$ cat src/rtl/cyc_pkg.sv
package cyc_pkg;
    typedef enum logic [1:0] {
        ST_IDLE     = 2'd0,
        ST_INT      = 2'd1,
        ST_EXT_WAIT = 2'd2,
        ST_EXT_MISS = 2'd3
    } cyc_state_t;
endpackage

$ cat src/rtl/cyc_sync.sv
module cyc_sync #(
    parameter int STAGES = 2
) (
    input  logic clk,
    input  logic rst,
    input  logic async_in,
    output logic rise_o
);
    logic [STAGES-1:0] chain_q;
    logic              prev_q;

    generate
        for (genvar i = 0; i < STAGES; i++) begin : g_stage
            if (i == 0) begin : g_first
                always_ff @(posedge clk) begin
                    if (rst) chain_q[0] <= 1'b0;
                    else     chain_q[0] <= async_in;
                end
            end else begin : g_next
                always_ff @(posedge clk) begin
                    if (rst) chain_q[i] <= 1'b0;
                    else     chain_q[i] <= chain_q[i-1];
                end
            end
        end
    endgenerate

    always_ff @(posedge clk) begin
        if (rst) prev_q <= 1'b0;
        else     prev_q <= chain_q[STAGES-1];
    end

    assign rise_o = chain_q[STAGES-1] & ~prev_q;

    // a held-high input yields only one detected edge
    a_r4_single_edge: assert property (@(posedge clk) disable iff (rst)
        rise_o |=> !rise_o);
endmodule

$ cat src/rtl/cyc_period_ctr.sv
module cyc_period_ctr #(
    parameter int PERIOD_CLKS = 6250,
    parameter int MISS_CLKS   = 9375,
    parameter int CW          = 14
) (
    input  logic clk,
    input  logic rst,
    input  logic clear,
    input  logic long_sel,
    output logic wrap_o
);
    localparam logic [CW-1:0] LAST_P = CW'(PERIOD_CLKS - 1);
    localparam logic [CW-1:0] LAST_M = CW'(MISS_CLKS - 1);

    logic [CW-1:0] cnt_q;
    logic [CW-1:0] last;

    assign last   = long_sel ? LAST_M : LAST_P;
    assign wrap_o = (cnt_q == last);

    always_ff @(posedge clk) begin
        if (rst || clear)  cnt_q <= '0;
        else if (wrap_o)   cnt_q <= '0;
        else               cnt_q <= cnt_q + 1'b1;
    end

    // the count never passes the active limit
    a_r3_cnt_bound: assert property (@(posedge clk) disable iff (rst)
        cnt_q <= last);
endmodule

$ cat src/rtl/cyc_fsm.sv
module cyc_fsm
    import cyc_pkg::*;
(
    input  logic clk,
    input  logic rst,
    input  logic master_en,
    input  logic use_ext,
    input  logic rise,
    input  logic wrap,
    input  logic cs_ack,
    output logic clear,
    output logic long_sel,
    output logic cycle_pulse,
    output logic cs_req,
    output logic cycle_missed
);
    cyc_state_t state_q, state_nxt;
    logic       fire;
    logic       pulse_q, req_q;
    logic       in_ext;

    always_ff @(posedge clk) begin
        if (rst) state_q <= ST_IDLE;
        else     state_q <= state_nxt;
    end

    always_comb begin
        state_nxt = state_q;
        if (!master_en) begin
            state_nxt = ST_IDLE;
        end else begin
            unique case (state_q)
                ST_IDLE:     state_nxt = use_ext ? ST_EXT_WAIT : ST_INT;
                ST_INT:      if (use_ext) state_nxt = ST_EXT_WAIT;
                ST_EXT_WAIT: begin
                    if (!use_ext)  state_nxt = ST_INT;
                    else if (rise) state_nxt = ST_EXT_WAIT;
                    else if (wrap) state_nxt = ST_EXT_MISS;
                end
                ST_EXT_MISS: begin
                    if (!use_ext)  state_nxt = ST_INT;
                    else if (rise) state_nxt = ST_EXT_WAIT;
                end
                default:     state_nxt = ST_IDLE;
            endcase
        end
    end

    assign in_ext   = (state_q == ST_EXT_WAIT) || (state_q == ST_EXT_MISS);
    assign long_sel = in_ext;
    assign clear    = (state_nxt != state_q) || (in_ext && rise);
    assign fire     = master_en &&
                      (((state_q == ST_INT) && !use_ext && wrap) ||
                       (in_ext && use_ext && rise));

    always_ff @(posedge clk) begin
        if (rst) begin
            pulse_q <= 1'b0;
            req_q   <= 1'b0;
        end else begin
            pulse_q <= fire;
            if (!master_en)  req_q <= 1'b0;
            else if (fire)   req_q <= 1'b1;
            else if (cs_ack) req_q <= 1'b0;
        end
    end

    assign cycle_pulse  = pulse_q;
    assign cs_req       = req_q;
    assign cycle_missed = (state_q == ST_EXT_MISS);

    // one clock wide
    a_r2_one_clock: assert property (@(posedge clk) disable iff (rst)
        cycle_pulse |=> !cycle_pulse);
    // silent while cycle master is off
    a_r5_quiet_off: assert property (@(posedge clk) disable iff (rst)
        $past(!master_en) |-> (!cycle_pulse && !cycle_missed && !cs_req));
    // request rises only alongside a cycle start
    a_r6_req_with_pulse: assert property (@(posedge clk) disable iff (rst)
        $rose(cs_req) |-> cycle_pulse);
    // missed flag only under external mode
    a_r7_missed_ext: assert property (@(posedge clk) disable iff (rst)
        cycle_missed |-> $past(master_en && use_ext));
endmodule

$ cat src/rtl/cycle_tick_gen.sv
module cycle_tick_gen #(
    parameter int PERIOD_CLKS = 6250,
    parameter int SYNC_STAGES = 2
) (
    input  logic clk,
    input  logic rst,
    input  logic master_en,
    input  logic use_ext,
    input  logic ext_cyc_clk,
    input  logic cs_ack,
    output logic cycle_pulse,
    output logic cs_req,
    output logic cycle_missed
);
    localparam int MISS_CLKS = PERIOD_CLKS + PERIOD_CLKS / 2;
    localparam int CW        = $clog2(MISS_CLKS);

    logic rise, wrap, clear, long_sel;

    cyc_sync #(.STAGES(SYNC_STAGES)) u_sync (
        .clk      (clk),
        .rst      (rst),
        .async_in (ext_cyc_clk),
        .rise_o   (rise)
    );

    cyc_period_ctr #(
        .PERIOD_CLKS (PERIOD_CLKS),
        .MISS_CLKS   (MISS_CLKS),
        .CW          (CW)
    ) u_ctr (
        .clk      (clk),
        .rst      (rst),
        .clear    (clear),
        .long_sel (long_sel),
        .wrap_o   (wrap)
    );

    cyc_fsm u_fsm (
        .clk          (clk),
        .rst          (rst),
        .master_en    (master_en),
        .use_ext      (use_ext),
        .rise         (rise),
        .wrap         (wrap),
        .cs_ack       (cs_ack),
        .clear        (clear),
        .long_sel     (long_sel),
        .cycle_pulse  (cycle_pulse),
        .cs_req       (cs_req),
        .cycle_missed (cycle_missed)
    );
endmodule

$ cat config.mk
export PLATFORM = sky130hd
export DESIGN_NAME = cycle_tick_gen
export DESIGN_NICKNAME = d
export VERILOG_FILES = /design/src/rtl/cyc_pkg.sv /design/src/rtl/cyc_sync.sv /design/src/rtl/cyc_period_ctr.sv /design/src/rtl/cyc_fsm.sv /design/src/rtl/cycle_tick_gen.sv
export SDC_FILE = /design/constraint.sdc
export NUM_CORES = 1
export LEC_CHECK = 0
export ABC_AREA = 1
export BUFFER_PORTS_ARGS = -buffer_cell sky130_fd_sc_hd__buf_2
export CORE_MARGIN = 3
export CORE_UTILIZATION = 50
export CTS_CLUSTER_SIZE = 10
export DETAILED_ROUTE_END_ITERATION = 12
export PLACE_DENSITY = 0.68
export SYNTH_ARGS = -nofsm -noshare
export SYNTH_HDL_FRONTEND = slang
export SYNTH_SLANG_ARGS = --single-unit
export TNS_END_PERCENT = 50
$ cat constraint.sdc
create_clock -name clk -period 2.3 [get_ports clk]
set_input_delay 0.69 -clock clk [delete_from_list [all_inputs] [get_ports clk]]
set_output_delay 0.69 -clock clk [all_outputs]
set_load 0.05 [all_outputs]
==> results.ini <==
[synthesis]
post_synth_design_cell_area_sq_mm = 0.00101
yosysWarningCount = 0
syn-mean-instance-area_sq_um = 6.97
syn-instance-count = 145
yosys_register_bits = 21
yosysSeqAreaShare = 0.416
synth_fp_nets = 152
synth.lib_cells_used.distinct = 19

[detailed_routing]
route.detailed.drc = 0
detailedRoute.firstPassIterationCount = 4
drt-wirelength-per-cell_microns = 9.34
drt-total-wl_microns = 1690
ant_nets = 0
post_drt_via_cell_ratio = 4.63
drt-initial-drc-count = 7
vias = 838

[global_route]
gr-total-overflow = 0
pin_count_of_the_biggest_net_entering_global_routing = 15
global_route.usage.total = 0.157
vias_in_the_first_global_route = 729
grt_most_used_layer = met2
grt_util_met2 = 0.234
antenna_found_initial = 0
met1_usage = 0.205
grtUsageMet3 = 0.0612
global_route_wire_length_before_repair_microns = 3080

[clocking]
cts_tree = yes
clk_pin_slew_worst_paths_ns = 0.10
clk_latency_ns = 0.30
cts_hold_bufs = 0
cts_made_buffers = 3
cts_buffer_depth = 2
cts_root_buffer = sky130_fd_sc_hd__clkbuf_4
clock_tree.htree_level_count = 1
cts.sinks = 21
post_cts.resized_instances = 0
postCtsSetupBuffers = 0

[worst_setup_path]
timing.critical_path.cells = nand2_1 -> inv_1 -> buf_2
cp_data_arrival_time_ns = 1.14
critPathKind = reg -> out
kind_of_start_point_of_the_critical_path = flip-flop
worst_path_max_delay_cell = sky130_fd_sc_hd__dfxtp_1
cp_max_fo = 7
cpPeakStageDelay_ns = 0.47
worstSetupEndpointType = output pin
total_buffers_and_inverters_traversed_by_the_critical_path = 2
critical_path_required_ns = 1.61
critPathTopFamily = flip-flops

[sta]
fin_ws_ns = 0.468
final.setup_skew_ns = 0.00626
max_slew_margin = 0.800
setup_viol_count_final = 0
time_the_worst_path_needs_with_i_o_delays_and_setup_ns = 1.83
rsz0062_at_grt = false
worstMarginPinSlew_ns = 0.299
finalMaxSlewViolations = 0
finalHoldViolations = 0
fmaxAchievable_ghz = 0.546
timing.final.crit_share = 0.797
setup-tns-final_ns = 0

[floorplanning]
dieWidth_microns = 51.0
ioPinCount = 9
initial_standard_cell_utilization_of_the_core = 0.555
fp.dieH_microns = 51.0
die-area_sq_mm = 0.00260
core_region_area_sq_mm = 0.00182
num_rows = 15

[power_and_ir_drop]
combinationalPowerShare = 0.066
proportion_of_power_drawn_by_the_clock_network = 0.293
swShare = 0.228
p_int_mw = 0.450
power.leakage_nw = 0.475
power.share.sequential = 0.642
ir_worst_vdd_v = 0.000348
netSwitchingPower_mw = 0.133
power-per-cell-area_mw_per_mm2 = 532

[layout]
final_layout_size_suffix_gt1_frac = 0.135
insertedDiodeCount = 0
layout-area-overhead-vs-synth_pct = 8.54
finalNetCount = 164
final_core_util = 0.603

[worst_hold_path]
class_of_the_tightest_hold_or_removal_check = reg -> reg

[flow_run]
max-cap-violations = 0

[placed_design]
routabilityCongestion = 0.837
dp_hpwl_microns = 1340
place_ws_ns = 0.666
place.port_buffers = 8

[status]
status = finished clean

==> power by group through the flow <==
stage               Combinational, mW  Sequential (mW)  Clock (mW)
finish                         0.0384            0.374       0.171
CTS                            0.0386            0.374       0.181
detailed placement             0.0385            0.382           0
floorplan                      0.0293            0.382           0
global route                   0.0441            0.375       0.195
global placement               0.0364            0.383           0
==> final cells by class <==
type                       instances  area [sq um]
inverter                          26          97.6
fill                             191           723
clock buffer                       4          26.3
timing repair buffer               8          40.0
multi-input combinational         97           482
sequential                        21           420
tap                               25          31.3
==> cells in the mapped netlist (all sizes together) <==
master	count	area, sq um
inv	26	97.6
dfxtp	21	420
nand2	33	131
o21ai	3	15.0
nor2	32	130
nor3	5	25.0
buf	1	11.3
ha	1	12.5
xnor2	3	26.3
nand3	8	45.0
nand3b	1	7.51
xor2	8	70.1
a21oi	3	18.8
==> metrics by stage <==
step	total power [mW]	hold slack, ns	cells	cell area (sq um)
after global routing	0.615	0.438	181	1100
after floorplan	0.411	0.388	145	1010
after detailed placement	0.421	0.399	177	1070
after CTS	0.594	0.417	181	1100
after global placement	0.419	0.394	177	1070
final	0.583	0.412	181	1100
==> kinds of logic (layout without fill, tap and decap cells) <==
group,Yosys count,in the layout,share of synthesized area
XOR/XNOR,11,11,0.0953
flip-flops,21,21,0.416
AND/OR/NAND/NOR,79,79,0.335
adder cells (fa/ha/maj),1,1,0.0124
buffers and inverters,27,38,0.108
AO/OA/AOI/OAI,6,6,0.0334
==> cell usage in the layout, fill, tap and decap left out <==
| cell type | instances |
|---|---|
| sky130_fd_sc_hd__nor2_1 | 28 |
| sky130_fd_sc_hd__buf_2 | 8 |
| sky130_fd_sc_hd__dfxtp_1 | 21 |
| sky130_fd_sc_hd__nand2_1 | 30 |
| sky130_fd_sc_hd__a21oi_2 | 1 |
| sky130_fd_sc_hd__nand3_1 | 7 |
| sky130_fd_sc_hd__nand2_2 | 3 |
| sky130_fd_sc_hd__nor3_1 | 5 |
| sky130_fd_sc_hd__o21ai_1 | 1 |
| sky130_fd_sc_hd__nand3b_1 | 1 |
| sky130_fd_sc_hd__ha_1 | 1 |
| sky130_fd_sc_hd__clkbuf_4 | 3 |
| sky130_fd_sc_hd__nor2_2 | 4 |
| sky130_fd_sc_hd__inv_2 | 1 |
| sky130_fd_sc_hd__o21ai_0 | 2 |
| sky130_fd_sc_hd__xnor2_1 | 3 |
| sky130_fd_sc_hd__a21oi_1 | 2 |
| sky130_fd_sc_hd__inv_1 | 25 |
| sky130_fd_sc_hd__nand3_2 | 1 |
| sky130_fd_sc_hd__xor2_1 | 8 |
| sky130_fd_sc_hd__clkbuf_1 | 1 |
==> sequential cells by signal, summed over array words and instances, names as in the netlist <==
| signal | cells |
|---|---|
| u_ctr.cnt_q | 14 |
| u_fsm.cycle_pulse | 1 |
| u_fsm.cs_req | 1 |
| u_sync.chain_q | 2 |
| u_fsm.state_q | 2 |
| u_sync.prev_q | 1 |
==> worst paths after layout <==
| path | depth (start not counted) | start | endpoint | slack [ns] |
|---|---|---|---|---|
| worst max register to register | 6 | u_ctr.cnt_q[0] | u_ctr.cnt_q[10] | 0.82 |
| worst min register to register | 2 | u_sync.chain_q[0] | u_sync.chain_q[1] | 0.41 |
| worst max-delay path | 3 | u_fsm.state_q[1] | cycle_missed | 0.47 |
| worst min-delay path | 2 | u_sync.chain_q[0] | u_sync.chain_q[1] | 0.41 |
==> worst register-to-register path: stages (launching register included) <==
cell and delay (ns):
sky130_fd_sc_hd__dfxtp_1 0.38, sky130_fd_sc_hd__ha_1 0.20, sky130_fd_sc_hd__nand3_1 0.19, sky130_fd_sc_hd__nor3_1 0.26, sky130_fd_sc_hd__nand3_1 0.12, sky130_fd_sc_hd__xor2_1 0.16
sky130_fd_sc_hd__nor2_1 0.10
==> per-layer routing <==
layer / wire length, microns / vias up
li1: - / 451
met1: 883 / 373
met2: 721 / 9
met3: 62 / 5
met4: 23 / 0
met5: 0 / -
Note: power is estimated with default switching activity, not from simulation.
